===== config.mk =====
export PLATFORM = sky130hd
export DESIGN_NAME = ser_frame_tx
export DESIGN_NICKNAME = d
export VERILOG_FILES = /design/src/rtl/sft_pkg.sv /design/src/rtl/sft_bit_cnt.sv /design/src/rtl/sft_shift.sv /design/src/rtl/sft_ctrl.sv /design/src/rtl/ser_frame_tx.sv
export SDC_FILE = /design/constraint.sdc
export NUM_CORES = 1
export LEC_CHECK = 0
export BUFFER_PORTS_ARGS = -buffer_cell sky130_fd_sc_hd__buf_4
export CAP_MARGIN = 5
export CORE_UTILIZATION = 45
export DETAILED_ROUTE_END_ITERATION = 16
export PLACE_DENSITY = 0.67
export SYNTH_ARGS = -nofsm -noshare
export SYNTH_HDL_FRONTEND = slang
export SYNTH_HIERARCHICAL = 1
export SYNTH_SLANG_ARGS = --single-unit
export TNS_END_PERCENT = 100

===== constraint.sdc =====
create_clock -name clk -period 2.85 [get_ports clk]
set_clock_uncertainty 0.2 [all_clocks]
set_input_delay 0.57 -clock clk [delete_from_list [all_inputs] [get_ports clk]]
set_output_delay 0.57 -clock clk [all_outputs]
set_load 0.05 [all_outputs]

===== src/rtl/sft_pkg.sv =====
package sft_pkg;

    typedef enum logic [2:0] {
        ST_IDLE = 3'd0,
        ST_INIT = 3'd1,
        ST_DAT  = 3'd2,
        ST_PAR  = 3'd3,
        ST_STOP = 3'd4
    } sft_state_e;

    typedef struct packed {
        logic two_stop;
        logic par_en;
        logic par_odd;
    } sft_opts_t;

    // highest value the bit counter is ever loaded with
    function automatic int sft_max_load(input int minb, input int lsw);
        return minb + (1 << lsw) - 2;
    endfunction

endpackage


===== src/rtl/sft_bit_cnt.sv =====
module sft_bit_cnt #(
    parameter int LSW  = 2,
    parameter int MINB = 5,
    localparam int CW  = $clog2(sft_pkg::sft_max_load(MINB, LSW) + 1)
) (
    input  logic           clk,
    input  logic           rst,
    input  logic           load,
    input  logic           dec,
    input  logic [LSW-1:0] len_sel,
    output logic [CW-1:0]  cnt,
    output logic           last
);
    logic [CW-1:0] cnt_q;

    always_ff @(posedge clk) begin
        if (rst) begin
            cnt_q <= '0;
        end else if (load) begin
            cnt_q <= CW'(MINB - 1) + CW'(len_sel);
        end else if (dec) begin
            cnt_q <= cnt_q - 1'b1;
        end
    end

    assign cnt  = cnt_q;
    assign last = (cnt_q == '0);
endmodule


===== src/rtl/sft_shift.sv =====
module sft_shift #(
    parameter int DW = 8
) (
    input  logic          clk,
    input  logic          rst,
    input  logic          capture,
    input  logic          init,
    input  logic          shift,
    input  logic [DW-1:0] din,
    input  logic          par_odd,
    output logic          sr_lsb,
    output logic          par_bit
);
    logic [DW-1:0] sr_q;
    logic          par_q;

    always_ff @(posedge clk) begin
        if (rst) begin
            sr_q  <= '0;
            par_q <= 1'b0;
        end else begin
            if (capture) begin
                sr_q <= din;
            end else if (shift) begin
                sr_q <= sr_q >> 1;
            end
            if (init) begin
                par_q <= par_odd;
            end else if (shift) begin
                par_q <= par_q ^ sr_q[0];
            end
        end
    end

    assign sr_lsb  = sr_q[0];
    assign par_bit = par_q;
endmodule


===== src/rtl/sft_ctrl.sv =====
module sft_ctrl
    import sft_pkg::*;
(
    input  logic       clk,
    input  logic       rst,
    input  logic       start,
    input  logic       last,
    input  sft_opts_t  opts,
    input  logic       sr_lsb,
    input  logic       par_bit,
    output sft_state_e state,
    output logic       capture,
    output logic       init,
    output logic       shift,
    output logic       tx_line,
    output logic       ready
);
    sft_state_e state_q, state_d;

    always_comb begin
        state_d = state_q;
        unique case (state_q)
            ST_IDLE: if (start) state_d = ST_INIT;
            ST_INIT: state_d = ST_DAT;
            ST_DAT: begin
                if (last) begin
                    if (opts.par_en)        state_d = ST_PAR;
                    else if (opts.two_stop) state_d = ST_STOP;
                    else                    state_d = ST_IDLE;
                end
            end
            ST_PAR:  state_d = opts.two_stop ? ST_STOP : ST_IDLE;
            ST_STOP: state_d = ST_IDLE;
            default: state_d = ST_IDLE;
        endcase
    end

    always_ff @(posedge clk) begin
        if (rst) state_q <= ST_IDLE;
        else     state_q <= state_d;
    end

    always_comb begin
        unique case (state_q)
            ST_INIT: tx_line = 1'b0;
            ST_DAT:  tx_line = sr_lsb;
            ST_PAR:  tx_line = par_bit;
            default: tx_line = 1'b1;
        endcase
    end

    assign state   = state_q;
    assign ready   = (state_q == ST_IDLE);
    assign capture = ready && start;
    assign init    = (state_q == ST_INIT);
    assign shift   = (state_q == ST_DAT);
endmodule


===== src/rtl/ser_frame_tx.sv =====
module ser_frame_tx
    import sft_pkg::*;
#(
    parameter int LSW  = 2,
    parameter int MINB = 5,
    localparam int DW  = MINB + (1 << LSW) - 1,
    localparam int CW  = $clog2(sft_max_load(MINB, LSW) + 1)
) (
    input  logic           clk,
    input  logic           rst,
    input  logic           start,
    input  logic [DW-1:0]  din,
    input  logic [LSW-1:0] len_sel,
    input  logic           two_stop,
    input  logic           par_en,
    input  logic           par_odd,
    output logic           tx_line,
    output logic           ready
);
    sft_state_e     state;
    sft_opts_t      opts_q;
    logic [LSW-1:0] len_q;
    logic           capture, init, shift, last, sr_lsb, par_bit;
    logic [CW-1:0]  cnt;

    always_ff @(posedge clk) begin
        if (rst) begin
            opts_q <= '0;
            len_q  <= '0;
        end else if (capture) begin
            opts_q <= '{two_stop: two_stop, par_en: par_en, par_odd: par_odd};
            len_q  <= len_sel;
        end
    end

    sft_ctrl u_ctrl (
        .clk(clk), .rst(rst), .start(start), .last(last), .opts(opts_q),
        .sr_lsb(sr_lsb), .par_bit(par_bit), .state(state),
        .capture(capture), .init(init), .shift(shift),
        .tx_line(tx_line), .ready(ready)
    );

    sft_bit_cnt #(.LSW(LSW), .MINB(MINB)) u_cnt (
        .clk(clk), .rst(rst), .load(init), .dec(shift),
        .len_sel(len_q), .cnt(cnt), .last(last)
    );

    sft_shift #(.DW(DW)) u_shift (
        .clk(clk), .rst(rst), .capture(capture), .init(init), .shift(shift),
        .din(din), .par_odd(opts_q.par_odd), .sr_lsb(sr_lsb), .par_bit(par_bit)
    );
endmodule


---- Word level (Yosys, flattened, before mapping) ----
Cells that the tools add are included.
storage, ports and cells
  register bits after elaboration ......... 20
  bits of input ports ..................... 16
  output and inout bits ................... 2
  word-level logic and storage cells ...... 34
cells by class
  add/subtract/negate cells ............... 2
  equality and inequality tests ........... 5
  multiplexer cells ....................... 12
  bitwise logic cells ..................... 1
  reduce and logical (&&, ||, !) cells .... 6
operators by type and width
  kind                                                    number
  two-way mux 3 bit                                       6
  two-way mux 8 bit                                       2
  case mux 3 bit (4 select lines)                         1
  equality test 3 x 2 -> 1 bit (second input constant)    2
  logical NOT 3 bit                                       2
  nonzero test 2 bit                                      2
  adder 3 x 2 -> 3 bit (first input constant)             1
  equality test 3 x 1 -> 1 bit (second input constant)    1
  case mux 1 bit (3 select lines)                         1
  subtractor 3 x 1 -> 3 bit (second input constant)       1
  two-way mux 1 bit                                       2
  inequality test 2 x 1 -> 1 bit (second input constant)  1
  inequality test 2 bit (second input constant)           1
  AND reduction 2 bit                                     1
  logical AND 1 bit                                       1
  XOR 1 bit                                               1

---- Longest topological paths before layout ----
  depth in word-level cells ............... 4
  depth in mapped cells ................... 6
  mapped depth without buffers ............ 6

---- Modules after synthesis ----
Netlist, hierarchy kept.
modules (own cells, without submodules)
  module        times used  cells an instance  area each (um^2)  seq. area each (um^2)
  sft_shift     1           40                 422.9             180.2
  sft_ctrl      1           24                 207.7             60.1
  ser_frame_tx  1           16                 180.2             100.1
  sft_bit_cnt   1           19                 180.2             60.1

---- Least setup slack after synthesis ----
No wires, ideal clock.
  path type ............................... register to output
  from .................................... register u_ctrl.state_q[1] (netlist: u_ctrl/state[1])
  to ...................................... output port ready
  arrival ................................. 1.516 ns
  slack ................................... 0.564 ns
  cell stages (with the launch flop) ...... 3
  path buffers ............................ 1
  cell sequence ........................... dfxtp_1 buf_6 nor3_1
on the way
  word-level cells in the longest chain between the ends .. 1
ends and longest elaborated chain
  item                    RTL line            source
  from (decl)             sft_ctrl.sv:18      sft_state_e state_q, state_d;
  from (signal assigned)  sft_ctrl.sv:40      else state_q <= state_d;
  logical NOT 3 bit       sft_ctrl.sv:53      assign ready = (state_q == ST_IDLE);
  to (decl)               ser_frame_tx.sv:18  output logic ready
Every way passes these cells.

---- Final worst setup path ----
  from .................................... register u_ctrl.state_q[1] (netlist: u_ctrl/state[1])
  to ...................................... output port tx_line
on the way
  word-level cells in the longest chain between the ends .. 2
  elaborated cells between the ends (all ways) .. 4
  those cells by class .................... eq/ne: 3; mux: 1
ends and longest elaborated chain
  item                                                                                 RTL line            source
  equality test 3 x 2 -> 1 bit / equality test 3 x 1 -> 1 bit (equally long branches)  sft_ctrl.sv:44      unique case (state_q)
  case mux 1 bit (3 select lines) *                                                    sft_ctrl.sv:44
  to (decl)                                                                            ser_frame_tx.sv:17  output logic tx_line,
Mark *: on every way between the ends. The rest lies on a longest branch, timed or not.

==> reports/metrics.csv <==
metric,value,unit
clk_pin_slew_worst_paths,0.10,ns
ioPinCount,18,
multi_input_area,527,um2
drv_cap,0,
grt-ovfl-total,0,
syn_to_final_growth,16.7,%
cts.sinks,20,
yosys.area_share.simple,20.8,%
synthXorXnorAreaFrac,0.884,%
outcome,finished clean,
dp_slack,0.861,ns
cts_buffers,3,
start_util,49.0,%
clkLatencyLatePin,0.29,ns
slowest_delay,0.53,ns
first_global_vias,682,
worstMarginPinSlew,0.836,ns
yosys_warnings,6,
core_area,0.00202,mm2
slew_headroom,44.1,%
grt_pass1_wl,3000,um
num_vias,736,
regArea,400,um2
cts_setup_buffers,0,
synthMuxAreaShare,12.1,%
synth.most_common_cell,dfxtp_1,
path_cells,nand2_1 > a22oi_1 > or2_1 > buf_4,
endpoint_kind,output port,
antenna_cells,0,
synthCells,99,
report.final.slew_viol_count,0,
dp_hpwl,1260,um
drt-initial-drc-count,8,
wirelength,1700,um
worst_slack,0.676,ns
crit_family,flip-flops,
ys_seq_elements,20,
synth_common_cells,"dfxtp_1, mux2i_1, a211oi_1, nor2_1, nor2b_1",
required,2.08,ns
synth_compound_area_share,16.3,%
synth_area_leaders,"dfxtp_1, mux2i_1, a211oi_1",
irDropWorstVdd,0.000291,V
finalHoldViolations,0,
synth_fp_nets,117,
rows,16,
synth_area,991,um2
antenna_found_initial,0,
period_share,76.3,%
finalPower,0.581,mW
synthAdderAreaFrac,2.53,%
holdCritPathClass,flop to flop,
critPathLaunchType,flop,
synth_top_family_by_area,simple AND/OR/NAND/NOR gates,
synth_area_per_cell,10.0,um2
cts_resized,0,
slowest_stage,dfxtp_1,
fp.dieArea,0.00239,mm2
r2r_slack,0.84,ns
ctsLongestPathBuffers,2,
arrival,1.40,ns
ctsHtreeMaxLevel,1,
grt_max_degree,21,
ant_nets,0,
buffer_ports.inserted,17,
critPathMaxFanout,11,
min_period,2.17,ns
power_density,502,mW/mm2
grt_use_total,16.1,%
wire_per_inst,11.8,um
final_core_util,57.2,%
yosysTopAreaCell,dfxtp_1,
remaining_drc_errors,0,
synth_edf_count,0,
dieWidth,48.9,um
finalNetCount,137,
rsz0062_at_grt,no,
n_fill_cell,190,
cts_tree,yes,
setup_viol,0,
layout-drive-gt1-share,25.6,%
root_buffer,clkbuf_4,
ys_seq_area_share,40.4,%
cts_hold_buf,0,
gp_congestion,0.780,
synth_top_area_share,40.4,%
vias_per_cell,5.11,
synth_cell_type_count,30,
die_h,48.9,um
max_freq,460,MHz
drtPass1Iterations,3,
crit_type,flop to output port,
cp_num_buf_inv,1,
async_flop_share,0,%
final.setup.tns,0,ns
synth_top_flop_cell,dfxtp_1,
p_leak,0.448,nW
==> flip-flops by register name, indices dropped and copies added (netlist names) <==
signal and flops:
len_q 2, opts_q 3, u_cnt/cnt 3, u_ctrl/state 3, u_shift/par_bit 1, u_shift/sr_q 8
==> worst paths after layout <==
path,start,end,cells past startpoint
worst max-delay path,u_ctrl/state[1]$_SDFFE_PP0P_,tx_line,4
worst min-delay path,opts_q[0]$_SDFFE_PP0P_,u_shift/par_bit$_SDFFE_PP0P_,2
worst max register to register,u_ctrl/state[0]$_SDFFE_PP0P_,u_shift/par_bit$_SDFFE_PP0P_,3
worst min register to register,opts_q[0]$_SDFFE_PP0P_,u_shift/par_bit$_SDFFE_PP0P_,2
==> cell families after synthesis <==
| family | Yosys count |
|---|---|
| multiplexers | 12 |
| buffers and inverters | 11 |
| XOR/XNOR | 1 |
| adder cells (fa/ha/maj) | 2 |
| flip-flops | 20 |
| AND/OR/NAND/NOR | 35 |
| AO/OA/AOI/OAI | 18 |
==> metrics by stage <==
step,hold WS [ns],cells,instance area [um2]
final,0.291,144,1160
after global routing,0.296,144,1160
after CTS,0.295,144,1160
after detailed placement,0.272,141,1130
after global placement,0.278,141,1130
after floorplan,0.248,99,991
==> layer usage <==
metal	up-vias	part of all wire, %	global-route usage, %
met4	0	0.71	7.35
met1	336	51	20.3
li1	387	-	-
met5	-	0	0
met3	2	2.8	3.74
met2	11	45	25.7
==> worst register-to-register path, cell delays in order (launching register included) <==
cell and delay (ns):
dfxtp_1 0.52, nor3b_1 0.74, and4b_1 0.29, a2111oi_2 0.18
==> report_power, final <==
group	leakage [nW]	total (mW)	internal, mW	switching (mW)
clock network	0.0138	0.126	0.0491	0.0767
logic	0.270	0.133	0.0667	0.0667
registers	0.165	0.321	0.304	0.0179
total	0.448	0.581	0.419	0.161
==> cell usage in the layout, fill, tap and decap left out <==
cell type / count
buf_4: 20
dfxtp_1: 20
mux2i_1: 12
nor2_1: 8
nor2b_1: 8
a211oi_1: 8
inv_1: 6
nand2b_1: 4
clkbuf_4: 3
nand2_1: 3
nand3b_1: 2
ha_1: 2
nor3_1: 2
a2111oi_2: 2
a21oi_1: 2
xnor2_1: 1
a211oi_2: 1
and2_1: 1
o41ai_2: 1
a31oi_1: 1
nor3b_2: 1
nor3b_1: 1
a22oi_1: 1
or2_1: 1
nand2b_2: 1
nand3_2: 1
o2111a_1: 1
a21boi_0: 1
and4b_1: 1
or3b_1: 1
==> layout make-up <==
class                   count  area share (%)
clock buffers               3            1.95
inverters                   6            1.95
multi-input cells          68            45.6
flip-flops and latches     20            34.6
well taps                  27            2.92
repair buffers             20            13.0
No activity file was read; power rests on OpenSTA's default activity.
